--- src/rtl/bsr_pkg.sv ---
package bsr_pkg;

    typedef enum logic [1:0] {
        ST_IDLE     = 2'd0,
        ST_ACTIVE   = 2'd1,
        ST_FINISHED = 2'd2
    } bsr_state_e;

    localparam int RES_W      = 3;
    localparam int RES_EXPIRE = 0;
    localparam int RES_FAIL   = 1;
    localparam int RES_DONE   = 2;

endpackage

--- src/rtl/bsr_cfg_shift.sv ---
module bsr_cfg_shift #(
    parameter int CFG_W     = 8,
    parameter int MODE_BIT  = 5,
    parameter bit LSB_FIRST = 1'b1
) (
    input  logic             clk,
    input  logic             rst_n,
    input  logic             shift_en,
    input  logic             din,
    input  logic             freeze,
    output logic [CFG_W-1:0] cfg_q,
    output logic             pulse_mode
);

    logic [CFG_W-1:0] cfg_next;

    generate
        if (LSB_FIRST) begin : g_lsb_first
            always_comb cfg_next = {din, cfg_q[CFG_W-1:1]};
        end else begin : g_msb_first
            always_comb cfg_next = {cfg_q[CFG_W-2:0], din};
        end
    endgenerate

    always_ff @(posedge clk or negedge rst_n) begin
        if (!rst_n) begin
            cfg_q <= '0;
        end else if (shift_en && !freeze) begin
            cfg_q <= cfg_next;
        end
    end

    assign pulse_mode = cfg_q[MODE_BIT];

endmodule

--- src/rtl/bsr_seq_fsm.sv ---
module bsr_seq_fsm
    import bsr_pkg::*;
(
    input  logic       clk,
    input  logic       rst_n,
    input  logic       run,
    input  logic       done_ev,
    output bsr_state_e state_o,
    output logic       start_o,
    output logic       live_o
);

    bsr_state_e state_q, state_d;

    always_ff @(posedge clk or negedge rst_n) begin
        if (!rst_n) begin
            state_q <= ST_IDLE;
        end else begin
            state_q <= state_d;
        end
    end

    always_comb begin
        state_d = state_q;
        unique case (state_q)
            ST_IDLE: begin
                if (run) state_d = ST_ACTIVE;
            end
            ST_ACTIVE: begin
                if (!run)         state_d = ST_IDLE;
                else if (done_ev) state_d = ST_FINISHED;
            end
            ST_FINISHED: begin
                if (!run) state_d = ST_IDLE;
            end
            default: state_d = ST_IDLE;
        endcase
    end

    always_comb begin
        start_o = 1'b0;
        live_o  = 1'b0;
        unique case (state_q)
            ST_IDLE:     start_o = run;
            ST_ACTIVE:   live_o  = run;
            ST_FINISHED: ;
            default:     ;
        endcase
    end

    assign state_o = state_q;

endmodule

--- src/rtl/bsr_result_regs.sv ---
module bsr_result_regs
    import bsr_pkg::*;
(
    input  logic             clk,
    input  logic             rst_n,
    input  logic             start,
    input  logic             live,
    input  logic             pulse_mode,
    input  logic             fail_ev,
    input  logic             expire_ev,
    input  logic             done_ev,
    output logic [RES_W-1:0] result_o
);

    logic expire_q, fail_q, done_q;
    logic fail_hit;

    assign fail_hit = live && fail_ev;

    always_ff @(posedge clk or negedge rst_n) begin
        if (!rst_n) begin
            expire_q <= 1'b0;
        end else begin
            expire_q <= live && expire_ev;
        end
    end

    always_ff @(posedge clk or negedge rst_n) begin
        if (!rst_n) begin
            fail_q <= 1'b0;
        end else if (pulse_mode) begin
            fail_q <= fail_hit;
        end else if (start) begin
            fail_q <= 1'b0;
        end else if (fail_hit) begin
            fail_q <= 1'b1;
        end
    end

    always_ff @(posedge clk or negedge rst_n) begin
        if (!rst_n) begin
            done_q <= 1'b0;
        end else if (start) begin
            done_q <= 1'b0;
        end else if (live && done_ev) begin
            done_q <= 1'b1;
        end
    end

    always_comb begin
        result_o             = '0;
        result_o[RES_EXPIRE] = expire_q;
        result_o[RES_FAIL]   = fail_q;
        result_o[RES_DONE]   = done_q;
    end

endmodule

--- src/rtl/bist_status_reporter.sv ---
module bist_status_reporter
    import bsr_pkg::*;
#(
    parameter int CFG_W    = 8,
    parameter int MODE_BIT = 5
) (
    input  logic             clk,
    input  logic             rst_bist_n,
    input  logic             run_i,
    input  logic             cfg_shift_i,
    input  logic             cfg_data_i,
    input  logic             cmp_fail_i,
    input  logic             addr_expire_i,
    input  logic             test_done_i,
    output logic [RES_W-1:0] result_o
);

    localparam int MODE_IDX = (MODE_BIT < CFG_W) ? MODE_BIT : CFG_W - 1;

    logic [CFG_W-1:0] cfg_q;
    logic             pulse_mode;
    logic             start_run;
    logic             live;
    bsr_state_e       seq_state;

    bsr_cfg_shift #(
        .CFG_W     (CFG_W),
        .MODE_BIT  (MODE_IDX),
        .LSB_FIRST (1'b1)
    ) u_cfg (
        .clk        (clk),
        .rst_n      (rst_bist_n),
        .shift_en   (cfg_shift_i),
        .din        (cfg_data_i),
        .freeze     (run_i),
        .cfg_q      (cfg_q),
        .pulse_mode (pulse_mode)
    );

    bsr_seq_fsm u_fsm (
        .clk     (clk),
        .rst_n   (rst_bist_n),
        .run     (run_i),
        .done_ev (test_done_i),
        .state_o (seq_state),
        .start_o (start_run),
        .live_o  (live)
    );

    bsr_result_regs u_res (
        .clk        (clk),
        .rst_n      (rst_bist_n),
        .start      (start_run),
        .live       (live),
        .pulse_mode (pulse_mode),
        .fail_ev    (cmp_fail_i),
        .expire_ev  (addr_expire_i),
        .done_ev    (test_done_i),
        .result_o   (result_o)
    );

endmodule

--- config.mk ---
export PLATFORM = sky130hd
export DESIGN_NAME = bist_status_reporter
export DESIGN_NICKNAME = d
export VERILOG_FILES = /design/src/rtl/bsr_pkg.sv /design/src/rtl/bsr_cfg_shift.sv /design/src/rtl/bsr_seq_fsm.sv /design/src/rtl/bsr_result_regs.sv /design/src/rtl/bist_status_reporter.sv
export SDC_FILE = /design/constraint.sdc
export NUM_CORES = 1
export LEC_CHECK = 0
export CORE_AREA = 2 2 39 41
export CTS_CLUSTER_DIAMETER = 30
export DETAILED_ROUTE_END_ITERATION = 6
export DIE_AREA = 0 0 41 43
export PLACE_DENSITY = 0.48
export SLEW_MARGIN = 20
export SYNTH_ARGS = -nofsm -noshare
export SYNTH_HDL_FRONTEND = slang
export SYNTH_SLANG_ARGS = --single-unit
--- constraint.sdc ---
create_clock -name clk -period 1.31 [get_ports clk]
set_clock_uncertainty 0.05 [all_clocks]
set_input_delay 0.393 -clock clk [delete_from_list [all_inputs] [get_ports clk]]
set_output_delay 0.393 -clock clk [all_outputs]
set_load 0.1 [all_outputs]
# Word-level counts from Yosys, hierarchy flattened
# Index checks and enable logic that the tools add are counted.
totals:
  ff_bits: 13
  output_inout_bits: 3
  word_cells: 31
op_classes:
  eq_ne: 5
  n_mux: 12
  n_reduce_logical: 9
ops:
  columns: ["operator", "n"]
  rows:
  - ["two-way mux 2 bit", 4]
  - ["two-way mux 1 bit", 7]
  - ["case mux 2 bit (3 select lines)", 1]
  - ["logical AND 1 bit", 4]
  - ["!= test 2 bit, second input constant", 2]
  - ["!= test 3 bit, second input constant", 1]
  - ["AND reduction 3 bit", 1]
  - ["nonzero test 3 bit", 1]
  - ["== test 2 x 1 -> 1 bit, second input constant", 1]
  - ["== test 2 bit, second input constant", 1]
  - ["zero test 2 bit", 1]
  - ["nonzero test 2 bit", 1]
  - ["zero test 1 bit", 1]

# Logic depth before layout (Yosys ltp)
# Gate-level depths: netlist of the first run.
depth:
  depth_word: 6
  ltp_mapped: 2
  mapped_depth_nobuf: 2

# Cells and area by module
# A second synthesis of the first run with hierarchy kept.
unflattened:
  cells_unflattened: 42
  hier_area_um2: 568.0
modules_own_cells:
  columns: ["mod", "n_inst", "cells_per_inst", "area_per_inst_um2", "seq_area_each_um2"]
  rows:
  - ["bsr_cfg_shift", 1, 19, 336.6, 200.2]
  - ["bsr_result_regs", 1, 13, 137.6, 75.1]
  - ["bsr_seq_fsm", 1, 10, 93.8, 50.0]

# Least setup slack after synthesis of the first run
# No wires, ideal clock.
synth_path:
  path_kind: "input -> register"
  from: "input port cfg_shift_i"
  to: "register u_cfg.cfg_q[5]"
  arrival_time_ns: 0.877
  required_ns: 1.132
  path_slack_ns: 0.255
  path_stages: 2
  path_cell_list: "nor2b_2 mux2_1"
synth_via:
  elab_chain_len: 1
synth_rtl:
  columns: ["element", "line", "source"]
  rows:
  - ["start, declared", "bist_status_reporter.sv:10", "input logic cfg_shift_i,"]
  - ["logical AND 1 bit", "bsr_cfg_shift.sv:28", "end else if (shift_en && !freeze) begin"]
  - ["end signal, assigned", "bsr_cfg_shift.sv:29", "cfg_q <= cfg_next;"]
  - ["end, declared", "bsr_cfg_shift.sv:11", "output logic [CFG_W-1:0] cfg_q,"]
# Every way passes these cells.
# A chain may end at the register's enable or synchronous reset.

# Worst setup path after layout of the first run
layout_path:
  from: "input port cfg_shift_i"
  to: "register u_cfg.cfg_q[7]"
# Same word-level chain as after synthesis.

==> results of run 1 <==
flip-flops by register name, summed over array words and instances (netlist names):
signal / count
u_cfg.cfg_q: 3
u_fsm.state_o: 2
u_res.done_q: 1
u_res.expire_q: 1
u_res.fail_q: 1
final cells by class:
cell class / instances / share of cell area
clock buffers: 3 / 0.0435
multi-input cells: 15 / 0.254
flip-flops and latches: 8 / 0.386
well taps: 16 / 0.0386
repair buffers: 12 / 0.278
routing by layer:
metal / wire [um] / part of all wire
met5: 0 / 0
met4: 10 / 0.016
met1: 258 / 0.41
met3: 28 / 0.045
met2: 331 / 0.53
critical path, stage by stage:
cell             delay [ns]
clkdlybuf4s50_1        0.45
nor2b_4                0.16
mux2_1                 0.34
timing repair:
action / 4_1_cts / 5_1_grt
hold buffers: 0 / 0
setup endpoints to repair: 3 / 0
resized for setup: 2 / 0
endpoints found under the hold margin: 0 / 0
kinds of logic (layout without fill, tap and decap cells):
logic type	count (synthesis)	count (layout)	share of synthesized area
AND/OR/NAND/NOR	8	8	0.179
flip-flops	8	8	0.573
multiplexers	3	3	0.0968
buffers and inverters	3	15	0.0645
AO/OA/AOI/OAI	4	4	0.0860
cell usage in the layout (no fill, tap or decap), types with 2 or more instances in the layout:
cell,netlist,routed
nand3b_1,2,2
buf_12,0,3
clkdlybuf4s50_1,0,6
nand2b_1,3,3
dfrtp_1,8,8
buf_4,3,2
mux2_1,3,3
clkbuf_4,0,3
where the power goes:
part / internal (W) / switching [W]
clock network: 0.000104 / 0.0000750
registers: 0.000286 / 0.0000288
logic: 0.0000981 / 0.000116
total: 0.000488 / 0.000220
metrics by stage:
step / std cells / hold WS [ns]
2_1_floorplan: 26 / 0.0474
3_3_place_gp: 51 / 0.414
3_5_place_dp: 51 / 0.429
4_1_cts: 54 / 0.394
5_1_grt: 54 / 0.405
6_report: 54 / 0.382
final timing paths:
path	startpoint	to	slack [ns]
worst max-delay path	cfg_shift_i	u_cfg.cfg_q[7]	0.03
worst min-delay path	rst_bist_n	u_res.fail_q	0.38
worst max register to register	u_fsm.state_o[1]	u_res.done_q	0.33
worst min register to register	u_cfg.cfg_q[6]	u_cfg.cfg_q[6]	0.44
max in group asynchronous	rst_bist_n	u_fsm.state_o[1]	0.56
min in group clk	u_cfg.cfg_q[6]	u_cfg.cfg_q[6]	0.44
==> results.py, run 1 <==
metrics = {
    "outcome": {
        "status": "finished, final reports clean",
    },
    "placement": {
        "finalWeightedCongestion": 0.723,
        "portBuffers": 10,
        "place_area_sq_um": 492,
        "dp_slack_ns": -0.292,
    },
    "drt": {
        "vias": 239,
        "dr.pass1.iters": 3,
        "drc": 0,
        "vias_per_cell": 4.43,
        "drt_iter0_drc": 2,
        "wire_per_inst_um": 11.6,
        "totalWireLength_um": 628,
        "ant_nets": 0,
    },
    "synthesis": {
        "ys_top_cells_by_count": "8 x dfrtp_1, 3 x buf_4, 3 x mux2_1, 3 x nand2b_1, 2 x nand3b_1",
        "ys_warn_count": 0,
        "synth_ff_type": "dfrtp_1",
        "avgSynthCellArea_sq_um": 13.4,
        "synth-seq-area-share": 0.573,
        "syn-num-nets": 34,
        "yosysTopAreaCell": "dfrtp_1",
        "synth_seq_cells": 8,
        "synth_top_area_frac": 0.573,
        "synth-edff-count": 0,
        "synthDistinctLibCells": 12,
        "post-synth-top-count-cell": "dfrtp_1",
        "synth.cell_area_sq_um": 349,
        "ys_async_sr_fraction": 1.00,
        "syn_inst": 26,
        "synth_area_leaders": "dfrtp_1 57%, mux2_1 9.7%, buf_4 6.5%",
    },
    "timing": {
        "setup_tns_ns": 0,
        "period_minus_slack_ns": 1.28,
        "timing.final.crit_share": 0.978,
        "fmax_ghz": 0.781,
        "slew_violations": 0,
        "setup_violations": 0,
        "fin_ws_ns": 0.0291,
        "worst-slew-pin-transition_ns": 0.375,
        "final_hold_viol_count": 0,
        "rsz0062_at_grt": "false",
        "max-slew-margin-rel": 0.749,
    },
    "grt": {
        "grt_use_total": 0.103,
        "antenna_found_initial": 0,
        "overflow": 0,
        "busiest_layer": "met2",
        "grt_pass1_wl_um": 1130,
        "grtUsageMet1": 0.103,
        "grt.met2_usage": 0.153,
        "grt_pass1_vias": 281,
        "grt_max_degree": 9,
        "gr-usage-met3": 0.0471,
    },
    "cts": {
        "cts.sink_count": 8,
        "numCtsBuffers": 3,
        "clockBufferDepth": 2,
        "clk-insertion-delay-late_ns": 0.24,
        "cts_root_buf": "clkbuf_4",
        "cts_tree": "done",
        "post_cts.repair.setup_buffers": 0,
        "htreeDepth": 1,
        "clk_pin_slew_ns": 0.05,
    },
    "pwr": {
        "powerDensity_nw_per_um2": 1370,
        "power_w": 0.000708,
        "p_leak_nw": 0.231,
        "vdd_drop_max_v": 0.000427,
    },
    "layout": {
        "multi_input_area_sq_um": 131,
        "layout.nets": 48,
        "regArea_sq_um": 200,
        "stdcell_area_sq_um": 518,
        "final_util": 0.374,
        "num_antenna_cells": 0,
        "areaGrowthSynthToFinish_pct": 48.4,
        "layout-drive-gt1-share": 0.263,
        "final.fill_count": 130,
    },
    "floorplanning": {
        "ios": 11,
        "die_h_um": 43,
        "rows": 14,
        "start_util": 0.252,
        "coreArea_sq_um": 1380,
        "die_w_um": 41,
        "dieArea_sq_um": 1760,
    },
    "worst_setup_path": {
        "cp.arrival_ns": 1.35,
        "cp_max_fo": 3,
        "end_kind": "flop",
        "critical_path_class": "input port to flop",
        "ff2ff_path_depth": 2,
        "worstSetupStartpointType": "input port",
        "worstPathRequired_ns": 1.38,
    },
    "hold_path": {
        "hp-class": "input port to async pin",
    },
    "job": {
        "maxCapViolations": 0,
    },
}
Power figures use the tool's default switching activity.
==> run 2, diff against run 1 <==
CTS_CLUSTER_SIZE = 14   (was unset)
==> results of run 2 <==
Final layout, timing and power as in run 1 (identical DEF).
